--- src/rtl/refresh_sched_pkg.sv ---
package refresh_sched_pkg;
  localparam int REFI_W = 15;
  localparam int RFC_W  = 10;
  localparam int CEIL_W = 7;
  localparam int XOFF_W = 4;
  localparam int ZQ_W   = 10;
  localparam int MRD_W  = 5;
  localparam int LIM_W  = REFI_W + 1;
  localparam int BLK_W  = RFC_W + 1;

  localparam logic [REFI_W-1:0] DEF_REFI = 15'h62C;
  localparam logic [RFC_W-1:0]  DEF_RFC  = 10'h080;
  localparam logic [CEIL_W-1:0] DEF_CEIL = 7'h09;
  localparam logic [ZQ_W-1:0]   DEF_ZQ   = 10'h100;
  localparam logic [MRD_W-1:0]  DEF_MRD  = 5'h0C;
  localparam logic [XOFF_W-1:0] DEF_XOFF = 4'hB;

  // interval limit: field in the upper bits, LSB forced low
  function automatic logic [LIM_W-1:0] interval_limit(input logic [REFI_W-1:0] f);
    return {f, 1'b0};
  endfunction

  // window after leaving self-refresh
  function automatic logic [BLK_W-1:0] exit_delay(input logic [RFC_W-1:0] rfc,
                                                  input logic [XOFF_W-1:0] off);
    return BLK_W'(rfc) + BLK_W'(off);
  endfunction

  function automatic logic [BLK_W-1:0] longer(input logic [BLK_W-1:0] a,
                                              input logic [BLK_W-1:0] b);
    return (a > b) ? a : b;
  endfunction
endpackage

--- src/rtl/refresh_interval_tracker.sv ---
module refresh_interval_tracker
  import refresh_sched_pkg::*;
#(
  parameter int OWED_W = 4
) (
  input  logic              clk,
  input  logic              rst_n,
  input  logic [REFI_W-1:0] cfg_refi,
  input  logic              ref_issued,
  input  logic              sr_enter,
  input  logic              sr_exit,
  output logic [OWED_W-1:0] owed,
  output logic              sr_active,
  output logic              ivl_expire
);
  localparam logic [OWED_W-1:0] OWED_MAX = '1;

  logic [LIM_W-1:0] ivl_cnt;
  logic [LIM_W-1:0] ivl_limit;
  logic             hold;
  logic             owed_inc;
  logic             owed_dec;

  assign ivl_limit  = interval_limit(cfg_refi);
  assign hold       = sr_active | sr_enter;
  assign ivl_expire = !hold && (ivl_cnt >= ivl_limit - 1'b1);
  assign owed_inc   = ivl_expire && (owed != OWED_MAX);
  assign owed_dec   = ref_issued && (owed != '0);

  always_ff @(posedge clk) begin
    if (!rst_n) begin
      ivl_cnt <= '0;
    end else if (hold || ivl_expire) begin
      ivl_cnt <= '0;
    end else begin
      ivl_cnt <= ivl_cnt + 1'b1;
    end
  end

  always_ff @(posedge clk) begin
    if (!rst_n) begin
      sr_active <= 1'b0;
    end else if (sr_enter) begin
      sr_active <= 1'b1;
    end else if (sr_exit) begin
      sr_active <= 1'b0;
    end
  end

  always_ff @(posedge clk) begin
    if (!rst_n) begin
      owed <= '0;
    end else begin
      case ({owed_inc, owed_dec})
        2'b10:   owed <= owed + 1'b1;
        2'b01:   owed <= owed - 1'b1;
        default: owed <= owed;
      endcase
    end
  end
endmodule

--- src/rtl/refresh_overdue_tracker.sv ---
module refresh_overdue_tracker
  import refresh_sched_pkg::*;
#(
  parameter int PRESCALE_W = 10
) (
  input  logic              clk,
  input  logic              rst_n,
  input  logic              owed_nz,
  input  logic [CEIL_W-1:0] cfg_ceiling,
  output logic [CEIL_W-1:0] coarse_units,
  output logic              unit_tick,
  output logic              panic
);
  logic [PRESCALE_W-1:0] fine;

  assign unit_tick = owed_nz && (&fine);
  assign panic     = owed_nz && (coarse_units >= cfg_ceiling);

  always_ff @(posedge clk) begin
    if (!rst_n || !owed_nz) begin
      fine         <= '0;
      coarse_units <= '0;
    end else begin
      fine <= fine + 1'b1;
      if (unit_tick && !(&coarse_units)) begin
        coarse_units <= coarse_units + 1'b1;
      end
    end
  end
endmodule

--- src/rtl/refresh_block_timer.sv ---
module refresh_block_timer
  import refresh_sched_pkg::*;
(
  input  logic              clk,
  input  logic              rst_n,
  input  logic              ref_issued,
  input  logic              sr_exit,
  input  logic              zq_issued,
  input  logic              mrs_issued,
  input  logic [RFC_W-1:0]  cfg_rfc,
  input  logic [XOFF_W-1:0] cfg_xs_off,
  input  logic [ZQ_W-1:0]   cfg_zq,
  input  logic [MRD_W-1:0]  cfg_mrd,
  output logic              cmd_block
);
  localparam int NSRC = 4;

  logic [BLK_W-1:0] remain;
  logic [BLK_W-1:0] want;
  logic [BLK_W-1:0] src_len [NSRC];
  logic [NSRC-1:0]  src_hit;

  assign src_hit    = {mrs_issued, zq_issued, sr_exit, ref_issued};
  assign src_len[0] = BLK_W'(cfg_rfc);
  assign src_len[1] = exit_delay(cfg_rfc, cfg_xs_off);
  assign src_len[2] = BLK_W'(cfg_zq);
  assign src_len[3] = BLK_W'(cfg_mrd);

  always_comb begin
    want = (remain != '0) ? remain - 1'b1 : '0;
    for (int i = 0; i < NSRC; i++) begin
      if (src_hit[i]) want = longer(want, src_len[i]);
    end
  end

  always_ff @(posedge clk) begin
    if (!rst_n) remain <= '0;
    else        remain <= want;
  end

  assign cmd_block = (remain != '0);
endmodule

--- src/rtl/refresh_sched.sv ---
module refresh_sched
  import refresh_sched_pkg::*;
#(
  parameter int OWED_W     = 4,
  parameter int PRESCALE_W = 10
) (
  input  logic              clk,
  input  logic              rst_n,
  input  logic [14:0]       cfg_refi,
  input  logic [9:0]        cfg_rfc,
  input  logic [6:0]        cfg_ceiling,
  input  logic [3:0]        cfg_xs_off,
  input  logic [9:0]        cfg_zq,
  input  logic [4:0]        cfg_mrd,
  input  logic              ref_issued,
  input  logic              sr_enter,
  input  logic              sr_exit,
  input  logic              zq_issued,
  input  logic              mrs_issued,
  output logic              ref_req,
  output logic              panic_req,
  output logic [OWED_W-1:0] owed,
  output logic              cmd_block
);
  logic              owed_nz;
  logic              sr_active;
  logic              ivl_expire;
  logic              unit_tick;
  logic [CEIL_W-1:0] coarse_units;

  refresh_interval_tracker #(.OWED_W(OWED_W)) u_ivl (
    .clk       (clk),
    .rst_n     (rst_n),
    .cfg_refi  (cfg_refi),
    .ref_issued(ref_issued),
    .sr_enter  (sr_enter),
    .sr_exit   (sr_exit),
    .owed      (owed),
    .sr_active (sr_active),
    .ivl_expire(ivl_expire)
  );

  assign owed_nz = (owed != '0);
  assign ref_req = owed_nz;

  refresh_overdue_tracker #(.PRESCALE_W(PRESCALE_W)) u_ovd (
    .clk         (clk),
    .rst_n       (rst_n),
    .owed_nz     (owed_nz),
    .cfg_ceiling (cfg_ceiling),
    .coarse_units(coarse_units),
    .unit_tick   (unit_tick),
    .panic       (panic_req)
  );

  refresh_block_timer u_blk (
    .clk       (clk),
    .rst_n     (rst_n),
    .ref_issued(ref_issued),
    .sr_exit   (sr_exit),
    .zq_issued (zq_issued),
    .mrs_issued(mrs_issued),
    .cfg_rfc   (cfg_rfc),
    .cfg_xs_off(cfg_xs_off),
    .cfg_zq    (cfg_zq),
    .cfg_mrd   (cfg_mrd),
    .cmd_block (cmd_block)
  );
endmodule

--- config.mk ---
export PLATFORM = sky130hd
export DESIGN_NAME = refresh_sched
export DESIGN_NICKNAME = d
export VERILOG_FILES = /design/src/rtl/refresh_sched_pkg.sv /design/src/rtl/refresh_interval_tracker.sv /design/src/rtl/refresh_overdue_tracker.sv /design/src/rtl/refresh_block_timer.sv /design/src/rtl/refresh_sched.sv
export SDC_FILE = /design/constraint.sdc
export NUM_CORES = 1
export LEC_CHECK = 0
export ABC_CLOCK_PERIOD_IN_PS = 14800
export BUFFER_PORTS_ARGS = -buffer_cell sky130_fd_sc_hd__buf_2
export CAP_MARGIN = 10
export CORE_MARGIN = 2
export CORE_UTILIZATION = 33
export CTS_CLUSTER_SIZE = 14
export DETAILED_ROUTE_END_ITERATION = 6
export RECOVER_POWER = 50
export SLEW_MARGIN = 20
export SYNTH_ARGS = -nofsm -noshare
export SYNTH_HDL_FRONTEND = slang
export SYNTH_SLANG_ARGS = --single-unit
--- constraint.sdc ---
create_clock -name clk -period 14.8 [get_ports clk]
set_clock_uncertainty 0.05 [all_clocks]
set_input_delay 3.7 -clock clk [delete_from_list [all_inputs] [get_ports clk]]
set_output_delay 3.7 -clock clk [all_outputs]
set_load 0.01 [all_outputs]
==> summary.txt, run 1 <==
Slowest stage cell, crit path - nor4b_1
Area Growth Syn to Fin - 14.2%
Hold Path Class - flip-flop to flip-flop
WP data arrival - 11770 ps
Clock network power share - 15.8%
Antenna-violating nets left - 0
PostCTS Resize Cnt - 0
Ys Warns - 0
Synth cell count leaders - ha_1 (70), a21oi_1 (51), dfxtp_1 (49), inv_1 (49), nand2_1 (47)
P_int - 0.443 mW
Number of CTS-inserted buffers - 5
Post-Synthesis Cells - 601
Starting density of the core - 33.7%
Sw Ratio - 47.0%
EDFF count, synth - 0
Number of I/O pins - 65
Die area - 15100 um2
Congestion Overflow GR - 0
Die width - 123 um
Dpl cell area - 5170 um2
Static leakage - 2.37 nW
Layout cells sized above 1 - 11.9%
Clk_lat worst skew - 280 ps
CP most frequent cell - o21ai_0
Initial antenna violation count - 0
Register area - 981 um2
Core footprint - 13900 um2
Main synth FF type - dfxtp_1
Hold Worst Slack - 426 ps
Post-route setup TNS - 0 ps
Rel. slew slack - 46.1%
Sw power - 0.392 mW
Yosys cell types - 57
Power, Total - 0.835 mW
Multi-input gate area - 3460 um2
Number of remaining DRC errors - 0
CP Max Fanout - 13
ANT cells - 0
FF+latch count, synth - 49
Postcts setup bufs - 0
GPL Wtd Cong - 0.977
Slowest stage delay, CP - 670 ps
Die Ht - 123 um
Hold-fix buffers, CTS - 0
Pins over their slew limit - 0
Setup Viol. Count Final - 0
Ranking of synthesized cells by area - dfxtp_1 (21%), ha_1 (19%), xnor2_1 (5.6%)
Yosys top cell by area - dfxtp_1
CTS sink count - 49
Worst vdd ir - 45.5 uV
Global-route wire length before repair - 20300 um
Status - finished clean
# H-tree levels - 2
Final instance area - 5340 um2
WL final - 12400 um
Pwr Density - 156 nW/um2
Count leader, synth - ha_1
Critical path class - input port to flip-flop
Row count - 43
Max Cap Viol - 0
CTS clk-pin slew, worst paths - 70 ps
Sequential share of power - 19.2%
Initial DRC Count - 209
RSZ-0062 raised after global routing - false
Clock Tree Buf Depth - 2
Vias - 4480
Hpwl dp - 10500 um
Yosys top cell area share - 21.0%
WL per Instance - 14.7 um
Crit share post-route - 78.6%
Mapped Avg Cell Area - 7.78 um2
GRT Resource Usage Total - 16.7%
Clock root buffer - clkbuf_16
Vias in the first global route - 4251
Post-synth ARST share - 0%
Fill cell count - 1468
Largest net degree at the start of global routing - 21
Crit path launch type - input port
Initial DRT Pass Iterations - 5
CTS tree - yes
Mapped cell area - 4680 um2
Drt via density - 5.31
Achievable Freq - 86.0 MHz
Worst-margin pin slew - 805 ps
Syn nets - 731
Port Buf Inserts - 64
Count of final hold-check violations - 0
Combinational share of power - 65.1%
Final min period - 11630 ps
Nets - 792
Post-synthesis sequential area ratio - 21.0%
Crit end category - flip-flop
Worst EP required - 14950 ps
[metrics by stage]
| stage | util [%] | setup WS, ps | instances |
|---|---|---|---|
| floorplan | - | 4490 | 601 |
| global placement | 37.3 | 3190 | 835 |
| detailed placement | 37.3 | 3020 | 835 |
| CTS | 38.6 | 3290 | 843 |
| global route | 38.5 | 2350 | 843 |
| finish | 38.5 | 3170 | 843 |
[critical path, delay by kind of cell]
kind	cells	cell delay, ps
AO/OA/AOI/OAI	15	3510
adder cells (fa/ha/maj)	4	1280
buffers and inverters	2	210
AND/OR/NAND/NOR	12	3060
[flip-flops by register name, summed over array words and instances, names as in the netlist]
register / cells
u_ivl.ivl_cnt: 16
u_blk.remain: 11
u_ovd.coarse_units: 7
u_ivl.owed: 4
u_ovd.fine: 10
u_ivl.sr_active: 1
[placed cells by master, fill, tap and decap left out, types with 4 or more instances in the layout]
cell type	instances
nor3b_1	5
and3_1	9
mux2_2	4
a31oi_1	8
nand3b_1	4
buf_2	57
clkbuf_16	5
o21a_1	5
nor2_1	43
a21o_1	14
nand2b_1	7
nor2b_1	7
a21boi_0	6
nand4_1	11
and2_1	10
ha_1	70
or3_1	11
nor3_1	18
xor2_1	19
nor4_1	7
a211oi_1	5
clkbuf_1	7
o21ai_0	34
nand3_1	25
xnor2_1	30
dfxtp_1	49
nand2_1	47
o211ai_1	4
inv_1	49
a21oi_1	51
[cell families (layout without fill, tap and decap cells)]
logic type | count (synthesis) | in the layout | synth area share (%)
buffers and inverters | 59 | 121 | 4.92
AND/OR/NAND/NOR | 217 | 217 | 24.1
XOR/XNOR | 49 | 49 | 9.18
multiplexers | 7 | 7 | 1.71
AO/OA/AOI/OAI | 148 | 148 | 19.5
adder cells (fa/ha/maj) | 72 | 72 | 19.6
flip-flops | 49 | 49 | 21.0
[power by group through the flow]
stage / combinational, mW / clock, mW / sequential (mW)
5_1_grt: 0.621 / 0.140 / 0.161
6_report: 0.543 / 0.132 / 0.160
2_1_floorplan: 0.399 / 0 / 0.157
3_3_place_gp: 0.531 / 0 / 0.162
3_5_place_dp: 0.541 / 0 / 0.163
4_1_cts: 0.544 / 0.135 / 0.160
[final cells by class]
class | instances | share of cell area (%)
repair buffers | 64 | 5.83
clock inverters | 2 | 0.703
flip-flops and latches | 49 | 18.4
well taps | 180 | 4.22
multi-input cells | 493 | 64.8
clock buffers | 6 | 2.60
inverters | 49 | 3.44
[metal layers]
metal	global-route usage (%)	routed length [um]	up-vias
met3	2.17	506	13
met5	0	0	-
met1	22.1	5750	2085
met2	29.2	6000	98
li1	-	-	2284
met4	3.13	140	0
[final timing paths]
check / cells after the start / slack, ps / from / to
max: 33 / 3170 / cfg_rfc[8] / u_blk.remain[2]
min: 1 / 430 / u_ovd.fine[0] / u_ovd.fine[0]
max reg2reg: 37 / 4870 / u_blk.remain[0] / u_blk.remain[2]
min reg2reg: 1 / 430 / u_ovd.fine[0] / u_ovd.fine[0]
Power figures use the tool's default switching activity.
==> run 2, diff against run 1 <==
--- a/config.mk
+++ b/config.mk
@@ -5,7 +5,7 @@
 export SDC_FILE = /design/constraint.sdc
 export NUM_CORES = 1
 export LEC_CHECK = 0
-export ABC_CLOCK_PERIOD_IN_PS = 14800
+export ABC_CLOCK_PERIOD_IN_PS = 10500
 export BUFFER_PORTS_ARGS = -buffer_cell sky130_fd_sc_hd__buf_2
 export CAP_MARGIN = 10
 export CORE_MARGIN = 2
==> constraint.sdc (replaced) <==
create_clock -name clk -period 10.5 [get_ports clk]
set_clock_uncertainty 0.05 [all_clocks]
set_input_delay 2.625 -clock clk [delete_from_list [all_inputs] [get_ports clk]]
set_output_delay 2.625 -clock clk [all_outputs]
set_load 0.01 [all_outputs]
==> run 2 against run 1 <==
  * Via count grew 0.33%
  * Register-to-register slack lost 3600 ps
  * Worst setup slack lost 2500 ps
  * Hold slack gained 0.83 ps
  * First-iteration DRC count grew 13%
  * Critical path type unchanged
  * Largest cell class unchanged
==> summary.txt, run 2 (synthesized netlist as in run 1, its figures left out) <==
CTS sink count - 49
Static leakage - 2.40 nW
Fill cell count - 1454
Slowest stage delay, CP - 610 ps
Most frequent cells in the layout - ha_1 (70), buf_2 (56), a21oi_1 (51)
Congestion Overflow GR - 0
Hpwl dp - 10200 um
Commonest non-fill, non-tap cell in the layout - ha_1
Port Buf Inserts - 64
Number of CTS-inserted buffers - 5
Global-route wire length before repair - 19900 um
Worst EP required - 10630 ps
Clk_lat worst skew - 280 ps
Clock Tree Buf Depth - 2
Top reg by flops - u_ivl.ivl_cnt
R2r endpoint - u_blk.remain[0]
Setup Viol. Count Final - 0
CP most frequent cell - o21ai_0
GPL Wtd Cong - 0.913
# H-tree levels - 2
Count of final hold-check violations - 0
Number of I/O pins - 65
Crit Reg-Reg Startpoint - u_blk.remain[0]
Dpl cells - 838
Starting density of the core - 33.7%
Hold Worst Slack - 426 ps
Worst-margin pin slew - 1070 ps
Die width - 123 um
Number of remaining DRC errors - 0
Largest net degree at the start of global routing - 21
Power, Total - 1.21 mW
Vias in the first global route - 4173
Crit path launch - cfg_rfc[8]
Initial DRT Pass Iterations - 6
ANT cells - 0
Post-route setup TNS - 0 ps
Crit path launch type - input port
Die area - 15100 um2
WL final - 12000 um
Buf/Inv on CP - 2
Rel. slew slack - 28.4%
Final min period - 9790 ps
Area Growth Syn to Fin - 15.3%
Antenna-violating nets left - 0
WP data arrival - 9920 ps
Clock root buffer - clkbuf_16
Core footprint - 13900 um2
Levels on crit path - 31
Hold Path Class - flip-flop to flip-flop
CP endpoint - u_blk.remain[0]
RSZ-0062 raised after global routing - false
Finished Layout Cells - 846
Nets - 795
CP Max Fanout - 7
Max reg flops - 16
Cells on worst reg2reg path - 35
Postcts setup bufs - 0
Pins over their slew limit - 0
Minimum setup slack among reg-to-reg paths - 1280 ps
Worst hold stages - 1
Max Cap Viol - 0
Drt via density - 5.31
Critical path class - input port to flip-flop
Initial antenna violation count - 0
Crit share post-route - 93.3%
Layout cells sized above 1 - 12.6%
CP delay by family, top - compound AO/OA/AOI/OAI gates
CTS clk-pin slew, worst paths - 70 ps
Crit end category - flip-flop
CTS tree - yes
Achievable Freq - 102 MHz
Pwr Density - 224 nW/um2
Initial DRC Count - 236
Vias - 4495
Die Ht - 123 um
GRT Resource Usage Total - 16.2%
Worst vdd ir - 90.5 uV
Biggest regs - u_ivl.ivl_cnt (16), u_blk.remain (11), u_ovd.fine (10)
Slowest stage cell, crit path - or4b_1
Status - finished clean
Row count - 43
WL per Instance - 14.2 um
==> run 2: changes by cell type in the layout (fill, tap and decap cells not counted), sizes merged <==
cell,change
buf,+2
bufinv,+1
clkinvlp,-1
inv,+1
==> run 2: worst min path at each step <==
| stage | from | to |
|---|---|---|
| global placement | u_ovd.fine[0] | u_ovd.fine[0] |
| CTS | u_ovd.fine[0] | u_ovd.fine[0] |
| floorplan | u_ovd.fine[0] | u_ovd.fine[0] |
| finish | u_ovd.fine[0] | u_ovd.fine[0] |
| detailed placement | u_ovd.fine[0] | u_ovd.fine[0] |
| global route | u_ovd.fine[0] | u_ovd.fine[0] |
==> run 2: final cells by class <==
class	instances	area, um2	area share, %
clock buffers	5	125	2.32
flip-flops and latches	49	981	18.2
clock inverters	3	68.8	1.28
multi-input cells	493	3470	64.4
well taps	180	225	4.18
repair buffers	67	333	6.17
inverters	49	184	3.41
==> run 2: worst reg2reg max path, delay by kind of cell (launching register included) <==
family | cells | cell delay (ps)
AO/OA/AOI/OAI | 19 | 4400
flip-flops | 1 | 380
adder cells (fa/ha/maj) | 5 | 1410
buffers and inverters | 2 | 200
AND/OR/NAND/NOR | 9 | 2690
==> run 2: power by group <==
group          internal [mW]  switching, mW
Sequential             0.203         0.0220
Clock                  0.137         0.0684
Combinational          0.311          0.467
==> run 2: routing by layer <==
layer / wire, um / vias up / part of all wire [%] / global-route usage, %
li1: - / 2297 / - / -
met1: 5760 / 2077 / 48 / 22.3
met2: 5590 / 109 / 46 / 27.2
met3: 497 / 12 / 4.1 / 1.94
met4: 193 / 0 / 1.6 / 3.48
met5: 0 / - / 0 / 0
==> run 2: metrics by stage <==
| stage | utilization, % | cell area [um2] | setup slack, ps |
|---|---|---|---|
| after floorplan | - | 4680 | 1270 |
| after global placement | 37.4 | 5200 | 302 |
| after detailed placement | 37.4 | 5200 | 215 |
| after CTS | 38.8 | 5390 | 434 |
| after global routing | 38.8 | 5390 | 66.9 |
| final | 38.8 | 5390 | 706 |
==> run 2: what timing repair did <==
item,4_1_cts,5_1_grt
hold buffers,0,0
resized for setup,0,6
setup endpoints to repair,0,5
